File: src/rtl/radio_seq_pkg.sv
package radio_seq_pkg;

    typedef enum logic [2:0] {
        KIND_CFG_WR = 3'd0,
        KIND_CFG_RD = 3'd1,
        KIND_STROBE = 3'd2,
        KIND_TXF_WR = 3'd3,
        KIND_RXF_RD = 3'd4
    } acc_kind_e;

    typedef enum logic [1:0] {
        ST_IDLE,
        ST_ISSUE,
        ST_WAIT,
        ST_GAP
    } seq_state_e;

    localparam logic [5:0] ADDR_TX_FIFO = 6'h3E;
    localparam logic [5:0] ADDR_RX_FIFO = 6'h3F;
    localparam logic [7:0] DONT_CARE_BYTE = 8'h00;

    // Per-session framing decided at grant time
    typedef struct packed {
        logic [7:0] header;
        logic       is_write;
        logic       is_read;
        logic       status_each;
    } frame_info_t;

    // Register access header: bit 7 clear, bit 6 read flag, bits 5:0 address
    function automatic logic [7:0] make_header(input logic rd, input logic [5:0] addr);
        return {1'b0, rd, addr};
    endfunction

endpackage

File: src/rtl/radio_seq_arbiter.sv
module radio_seq_arbiter #(
    parameter int HI_SIDE = 1
) (
    input  logic       clk,
    input  logic       rst,
    input  logic [1:0] req,
    input  logic       enable,
    output logic       gnt_valid,
    output logic       gnt_side
);
    localparam logic HI = HI_SIDE[0];

    always_comb begin
        gnt_valid = enable && (req != 2'b00);
        gnt_side  = req[HI] ? HI : ~HI;
    end


    gnt_req_chk: assert property (@(posedge clk) disable iff (rst)
        gnt_valid |-> req[gnt_side]);

endmodule

File: src/rtl/radio_seq_framer.sv
module radio_seq_framer
    import radio_seq_pkg::*;
#(
    parameter int LEN_W = 6,
    localparam int CNT_W = LEN_W + 1
) (
    input  logic [2:0]       kind_i,
    input  logic [5:0]       addr_i,
    input  logic [LEN_W-1:0] len_i,
    output frame_info_t      info_o,
    output logic [CNT_W-1:0] total_o
);
    always_comb begin
        info_o  = '0;
        total_o = CNT_W'(1);
        case (acc_kind_e'(kind_i))
            KIND_CFG_WR: begin
                info_o.header   = make_header(1'b0, addr_i);
                info_o.is_write = 1'b1;
                total_o         = CNT_W'(3);
            end
            KIND_CFG_RD: begin
                info_o.header  = make_header(1'b1, addr_i);
                info_o.is_read = 1'b1;
                total_o        = CNT_W'(3);
            end
            KIND_TXF_WR: begin
                info_o.header      = make_header(1'b0, ADDR_TX_FIFO);
                info_o.is_write    = 1'b1;
                info_o.status_each = 1'b1;
                total_o            = CNT_W'(len_i) + CNT_W'(1);
            end
            KIND_RXF_RD: begin
                info_o.header  = make_header(1'b1, ADDR_RX_FIFO);
                info_o.is_read = 1'b1;
                total_o        = CNT_W'(len_i) + CNT_W'(1);
            end
            default: begin
                info_o.header = make_header(1'b0, addr_i);
            end
        endcase
    end

endmodule

File: src/rtl/radio_seq_ctrl.sv
module radio_seq_ctrl
    import radio_seq_pkg::*;
#(
    parameter int LEN_W   = 6,
    parameter int MIN_GAP = 2,
    localparam int CNT_W  = LEN_W + 1,
    localparam int GAP_W  = (MIN_GAP < 2) ? 1 : $clog2(MIN_GAP)
) (
    input  logic             clk,
    input  logic             rst,
    input  logic             gnt_valid,
    input  logic             gnt_side,
    input  frame_info_t      info_i,
    input  logic [CNT_W-1:0] total_i,
    input  logic [7:0]       wdata0_i,
    input  logic [7:0]       wdata1_i,
    input  logic             eng_done,
    input  logic [7:0]       eng_rx_byte,
    output logic             idle_o,
    output logic             eng_req,
    output logic [7:0]       eng_tx_byte,
    output logic             csn_o,
    output logic [1:0]       take_o,
    output logic [1:0]       ack_o,
    output logic             rd_valid_o,
    output logic [7:0]       rd_data_o,
    output logic [7:0]       status_o
);
    seq_state_e       state_q;
    frame_info_t      info_q;
    logic [CNT_W-1:0] total_q;
    logic [CNT_W-1:0] idx_q;
    logic [GAP_W-1:0] gap_q;
    logic             side_q;
    logic             last_byte;

    assign last_byte = (idx_q == total_q - CNT_W'(1));
    assign idle_o    = (state_q == ST_IDLE);
    assign eng_req   = (state_q == ST_ISSUE);

    always_comb begin
        take_o = 2'b00;
        if (idx_q == '0) begin
            eng_tx_byte = info_q.header;
        end else if (info_q.is_write) begin
            eng_tx_byte = side_q ? wdata1_i : wdata0_i;
        end else begin
            eng_tx_byte = DONT_CARE_BYTE;
        end
        if (eng_req && idx_q != '0 && info_q.is_write) begin
            take_o[side_q] = 1'b1;
        end
    end

    always_ff @(posedge clk) begin
        if (rst) begin
            state_q    <= ST_IDLE;
            info_q     <= '0;
            total_q    <= '0;
            idx_q      <= '0;
            gap_q      <= '0;
            side_q     <= 1'b0;
            csn_o      <= 1'b1;
            ack_o      <= 2'b00;
            rd_valid_o <= 1'b0;
            rd_data_o  <= '0;
            status_o   <= '0;
        end else begin
            ack_o      <= 2'b00;
            rd_valid_o <= 1'b0;
            case (state_q)
                ST_IDLE: begin
                    if (gnt_valid) begin
                        side_q  <= gnt_side;
                        info_q  <= info_i;
                        total_q <= total_i;
                        idx_q   <= '0;
                        csn_o   <= 1'b0;
                        state_q <= ST_ISSUE;
                    end
                end
                ST_ISSUE: state_q <= ST_WAIT;
                ST_WAIT: begin
                    if (eng_done) begin
                        if (idx_q == '0 || info_q.status_each) begin
                            status_o <= eng_rx_byte;
                        end else if (info_q.is_read) begin
                            rd_valid_o <= 1'b1;
                            rd_data_o  <= eng_rx_byte;
                        end
                        if (last_byte) begin
                            csn_o         <= 1'b1;
                            ack_o[side_q] <= 1'b1;
                            gap_q         <= '0;
                            state_q       <= ST_GAP;
                        end else begin
                            idx_q   <= idx_q + CNT_W'(1);
                            state_q <= ST_ISSUE;
                        end
                    end
                end
                default: begin
                    if (gap_q == GAP_W'(MIN_GAP - 1)) begin
                        state_q <= ST_IDLE;
                    end else begin
                        gap_q <= gap_q + GAP_W'(1);
                    end
                end
            endcase
        end
    end


    req_needs_csn_chk: assert property (@(posedge clk) disable iff (rst)
        eng_req |-> !csn_o);


    one_byte_chk: assert property (@(posedge clk) disable iff (rst)
        eng_req |=> !eng_req);


    hdr_bit7_chk: assert property (@(posedge clk) disable iff (rst)
        (eng_req && idx_q == '0) |-> !eng_tx_byte[7]);


    csn_gap_chk: assert property (@(posedge clk) disable iff (rst)
        $rose(csn_o) |=> csn_o);


    ack_onehot_chk: assert property (@(posedge clk) disable iff (rst)
        $onehot0(ack_o));


    ack_after_done_chk: assert property (@(posedge clk) disable iff (rst)
        (ack_o != 2'b00) |-> $past(eng_done));

endmodule

File: src/rtl/radio_spi_sequencer.sv
module radio_spi_sequencer
    import radio_seq_pkg::*;
#(
    parameter int LEN_W   = 6,
    parameter int MIN_GAP = 2,
    parameter int HI_SIDE = 1,
    localparam int CNT_W  = LEN_W + 1
) (
    input  logic             clk,
    input  logic             rst,
    input  logic             xmt_req,
    input  logic [2:0]       xmt_kind,
    input  logic [5:0]       xmt_addr,
    input  logic [LEN_W-1:0] xmt_len,
    input  logic [7:0]       xmt_wdata,
    output logic             xmt_wdata_take,
    output logic             xmt_ack,
    input  logic             rcv_req,
    input  logic [2:0]       rcv_kind,
    input  logic [5:0]       rcv_addr,
    input  logic [LEN_W-1:0] rcv_len,
    input  logic [7:0]       rcv_wdata,
    output logic             rcv_wdata_take,
    output logic             rcv_ack,
    output logic             rd_valid,
    output logic [7:0]       rd_data,
    output logic [7:0]       radio_status,
    output logic             eng_req,
    output logic [7:0]       eng_tx_byte,
    input  logic             eng_done,
    input  logic [7:0]       eng_rx_byte,
    output logic             radio_csn
);
    logic             idle;
    logic             gnt_valid;
    logic             gnt_side;
    logic [2:0]       sel_kind;
    logic [5:0]       sel_addr;
    logic [LEN_W-1:0] sel_len;
    frame_info_t      info;
    logic [CNT_W-1:0] total;
    logic [1:0]       take;
    logic [1:0]       ack;

    radio_seq_arbiter #(.HI_SIDE(HI_SIDE)) u_arb (
        .clk       (clk),
        .rst       (rst),
        .req       ({rcv_req, xmt_req}),
        .enable    (idle),
        .gnt_valid (gnt_valid),
        .gnt_side  (gnt_side)
    );

    assign sel_kind = gnt_side ? rcv_kind : xmt_kind;
    assign sel_addr = gnt_side ? rcv_addr : xmt_addr;
    assign sel_len  = gnt_side ? rcv_len  : xmt_len;

    radio_seq_framer #(.LEN_W(LEN_W)) u_framer (
        .kind_i  (sel_kind),
        .addr_i  (sel_addr),
        .len_i   (sel_len),
        .info_o  (info),
        .total_o (total)
    );

    radio_seq_ctrl #(.LEN_W(LEN_W), .MIN_GAP(MIN_GAP)) u_ctrl (
        .clk         (clk),
        .rst         (rst),
        .gnt_valid   (gnt_valid),
        .gnt_side    (gnt_side),
        .info_i      (info),
        .total_i     (total),
        .wdata0_i    (xmt_wdata),
        .wdata1_i    (rcv_wdata),
        .eng_done    (eng_done),
        .eng_rx_byte (eng_rx_byte),
        .idle_o      (idle),
        .eng_req     (eng_req),
        .eng_tx_byte (eng_tx_byte),
        .csn_o       (radio_csn),
        .take_o      (take),
        .ack_o       (ack),
        .rd_valid_o  (rd_valid),
        .rd_data_o   (rd_data),
        .status_o    (radio_status)
    );

    assign xmt_wdata_take = take[0];
    assign rcv_wdata_take = take[1];
    assign xmt_ack        = ack[0];
    assign rcv_ack        = ack[1];

endmodule

File: config.mk
export PLATFORM = sky130hd
export DESIGN_NAME = radio_spi_sequencer
export DESIGN_NICKNAME = d
export VERILOG_FILES = /design/src/rtl/radio_seq_pkg.sv /design/src/rtl/radio_seq_arbiter.sv /design/src/rtl/radio_seq_framer.sv /design/src/rtl/radio_seq_ctrl.sv /design/src/rtl/radio_spi_sequencer.sv
export SDC_FILE = /design/constraint.sdc
export NUM_CORES = 1
export LEC_CHECK = 0
export ABC_CLOCK_PERIOD_IN_PS = 4800
export BUFFER_PORTS_ARGS = -buffer_cell sky130_fd_sc_hd__buf_4
export CAP_MARGIN = 25
export CORE_MARGIN = 4
export CORE_UTILIZATION = 53
export CTS_CLUSTER_DIAMETER = 50
export DETAILED_ROUTE_END_ITERATION = 8
export PLACE_DENSITY_LB_ADDON = 0.25
export SLEW_MARGIN = 20
export SYNTH_ARGS = -nofsm -noshare
export SYNTH_HDL_FRONTEND = slang
export SYNTH_SLANG_ARGS = --single-unit
File: constraint.sdc
create_clock -name clk -period 4.8 [get_ports clk]
set_input_delay 0.24 -clock clk [delete_from_list [all_inputs] [get_ports clk]]
set_output_delay 0.24 -clock clk [all_outputs]
set_load 0.005 [all_outputs]
==> metrics <==
data arrival time of the worst path 1900 ps; CTS root buf clkbuf_8; synth warn 0; antenna violations before repair 0; Final ANT Viol Nets 0; fin crit period 2140 ps; Ports 90; cell count after synthesis 292; worst rel slew slack 39.3%; drt total wl 6.52 mm; Clk pwr share 29.4%; crit path kind flip-flop to output port; post-CTS setup repair buffer count 0; largest net degree at the start of global routing 44; dpl cell area 3370 µm²; Rows 25; worst reg2reg path depth 5; total track usage 20.7%; Placement Setup Slack 2590 ps; outcome finished clean; internal power 0.705 mW; period utilisation layout 44.7%; combinational power share 26.0%; Initial Utilization 56.1%; DR WL/cell 14.7 µm; TNS Setup 0 ps; Final Net Count 437; sequential share of power 44.6%; fillers 387; Critical R2R Capture u_ctrl.status_o[2]$_SDFFE_PP0P_; r2r setup slk 2670 ps; worst-skew pair later-pin latency 300 ps; hpwl dp 4.92 mm; area grow syn2layout 29.3%; Hold Vio Cnt, Final 0; Final Cell Area 3490 µm²; PwrDens 288 nW/µm²; RSZ-0062 raised after global routing no; die width 79.4 µm; skew final 6.29 ps; core area 4820 µm²; CTS H-tree lvls 2; worst vdd ir 215 µV; clock-pin slew on the worst setup and hold paths 90 ps; layout cells sized above 1 32.8%; sw frac 29.8%; total CTS buffers 5; launching point of the worst reg2reg path u_ctrl.idx_q[2]$_SDFFE_PP0P_; Max Cap Viol 0; switching power 0.299 mW; via count 2437; Fmax achieved 466 MHz; sequential area share after synthesis 35.6%; 1st-iter DRT viols 122; Critical Path End rcv_wdata_take; GP Congestion 0.893; Critical Path Start u_ctrl.idx_q[0]$_SDFFE_PP0P_; TritonRoute pass-1 iters 4; first-pass GRT wire length 10.5 mm; total gr overflow 0; Max FO, Critical Path 9; CTS Sinks 48; # port buffers 89; DR DRC count 0; CTS tree yes; Hold Crit Class input port to flip-flop; Die Ht 79.4 µm; # resized after CTS 0; worst path required time 4560 ps; Syn Std Cell Area 2700 µm²; CP startpoint kind flip-flop; CTS Buffer Depth 2; syn nets 355; worst setup margin 2660 ps; synth unique cells 51; Antenna diodes 0; Crit. End Element output port; syn_area_per_cell 9.25 µm²; die footprint 6300 µm²; Setup-failing EPs final 0; fin. max-slew vios 0; vias in the first global route 2330; Via density 5.51; post-cts hold buffer count 0; Synth Register Bits 48; worst slew pin tran 906 ps; P_leak 1.50 nW
## logic make-up after synthesis
kind of cell    synth area share, %
buf+inv                        3.71
compound gates                 13.4
fa+ha+maj                      1.85
simple gates                   21.8
mux                            18.1
flops                          35.6
xor+xnor                       5.51
## per-layer routing
layer,vias up,GRT usage [%],share of wire (%)
met4,0,6.19,1.2
met5,-,0,0
li1,1209,-,-
met1,1133,25.4,41
met3,7,3.27,5.8
met2,88,37.0,52
## stage by stage
step / power (mW) / utilization [%] / instances / hold slack (ps)
6_report: 1.00 / 72.5 / 442 / 176
5_1_grt: 1.05 / 72.5 / 442 / 172
4_1_cts: 1.01 / 72.5 / 442 / 178
3_5_place_dp: 0.717 / 70.1 / 434 / 456
3_3_place_gp: 0.710 / 70.1 / 434 / 447
2_1_floorplan: 0.626 / - / 292 / 387
## power groups by stage
stage | Combinational [mW] | Clock, mW | Sequential, mW
final | 0.262 | 0.295 | 0.448
after global routing | 0.287 | 0.313 | 0.452
after CTS | 0.262 | 0.297 | 0.447
after detailed placement | 0.260 | 0 | 0.457
after global placement | 0.254 | 0 | 0.456
after floorplan | 0.181 | 0 | 0.445
## layout by cell type, fill, tap and decap left out, types with 2 or more instances in the layout
cell | netlist | layout
buf_4 | 4 | 89
dfxtp_1 | 48 | 48
nor2_1 | 35 | 35
mux2i_1 | 34 | 34
nand2_1 | 31 | 31
mux2_2 | 12 | 12
nand3_1 | 12 | 12
a211oi_1 | 7 | 7
xnor2_1 | 7 | 7
inv_1 | 6 | 6
nor2b_1 | 6 | 6
a21oi_1 | 6 | 6
and3_1 | 6 | 6
xor2_1 | 5 | 5
a31oi_1 | 5 | 5
or3_1 | 5 | 5
a22o_1 | 5 | 5
clkbuf_8 | 0 | 5
nor3_1 | 4 | 4
nand4_1 | 4 | 4
ha_1 | 4 | 4
nand3b_1 | 3 | 3
a21o_1 | 3 | 3
a311oi_1 | 3 | 3
o21ai_2 | 2 | 2
nor3_2 | 2 | 2
o21ai_0 | 2 | 2
clkinv_4 | 0 | 2
## synth_stat cells, drive strengths merged
library cell / n / area share (%)
a211oi: 8 / 2.7
and3: 6 / 1.4
and3b: 1 / 0.32
a22oi: 1 / 0.28
a311oi: 3 / 0.97
a21o: 3 / 0.83
a22o: 5 / 1.6
a2111oi: 1 / 1.0
nand4: 4 / 0.93
or3: 5 / 1.2
o21bai: 1 / 0.28
clkbuf: 6 / 0.83
o21ai: 4 / 1.0
inv: 6 / 0.83
dfxtp: 48 / 36
xnor2: 8 / 3.3
mux2: 12 / 5.0
nor3: 7 / 2.1
nor4: 2 / 0.70
a31oi: 6 / 1.9
nor2b: 6 / 1.4
xor2: 6 / 2.2
nor3b: 1 / 0.70
nand3: 13 / 2.6
o32ai: 1 / 0.32
buf: 8 / 2.0
mux2i: 35 / 13
nor2: 35 / 4.9
and2b: 1 / 0.28
nand2b: 1 / 0.23
o211a: 1 / 0.37
nand3b: 3 / 0.83
o211ai: 1 / 0.28
a21oi: 6 / 1.1
nand2: 31 / 4.3
a221o: 1 / 0.37
ha: 4 / 1.9
a221oi: 1 / 0.32
## worst max-delay path, stage by stage (launching register included)
cell and delay (ps):
dfxtp_1 460, inv_1 120, ha_1 240, nand3b_1 330, nand3_1 170, nor2_1 160, buf_4 130
## final cells by class
class                           count  area (µm²)  area share, %
Tap cell                           67        83.8           2.40
Multi-Input combinational cell    224        1640           47.0
Clock inverter                      3        47.5           1.36
Sequential cell                    48         961           27.5
Inverter                            6        22.5          0.645
Clock buffer                        5        68.8           1.97
Timing Repair Buffer               89         668           19.1
## sequential cells by signal, indices dropped and copies added (netlist names)
signal and cells:
u_ctrl.ack_o 2, u_ctrl.total_q 7, u_ctrl.state_q 2, u_ctrl.info_q 10
u_ctrl.rd_valid_o 1, u_ctrl.side_q 1, u_ctrl.idx_q 7, u_ctrl.rd_data_o 8
u_ctrl.gap_q 1, u_ctrl.status_o 8, u_ctrl.csn_o 1
## how the worst min path moves through the flow
stage	from	endpoint	depth (start not counted)
finish	eng_rx_byte[1]	u_ctrl.status_o[1]$_SDFFE_PP0P_	3
global route	eng_rx_byte[1]	u_ctrl.status_o[1]$_SDFFE_PP0P_	3
CTS	eng_rx_byte[1]	u_ctrl.status_o[1]$_SDFFE_PP0P_	3
detailed placement	u_ctrl.info_q[9]$_SDFFE_PP0P_	u_ctrl.info_q[9]$_SDFFE_PP0P_	2
global placement	u_ctrl.info_q[9]$_SDFFE_PP0P_	u_ctrl.info_q[9]$_SDFFE_PP0P_	2
floorplan	eng_rx_byte[0]	u_ctrl.status_o[0]$_SDFFE_PP0P_	2
No activity file was read; power rests on OpenSTA's default activity.
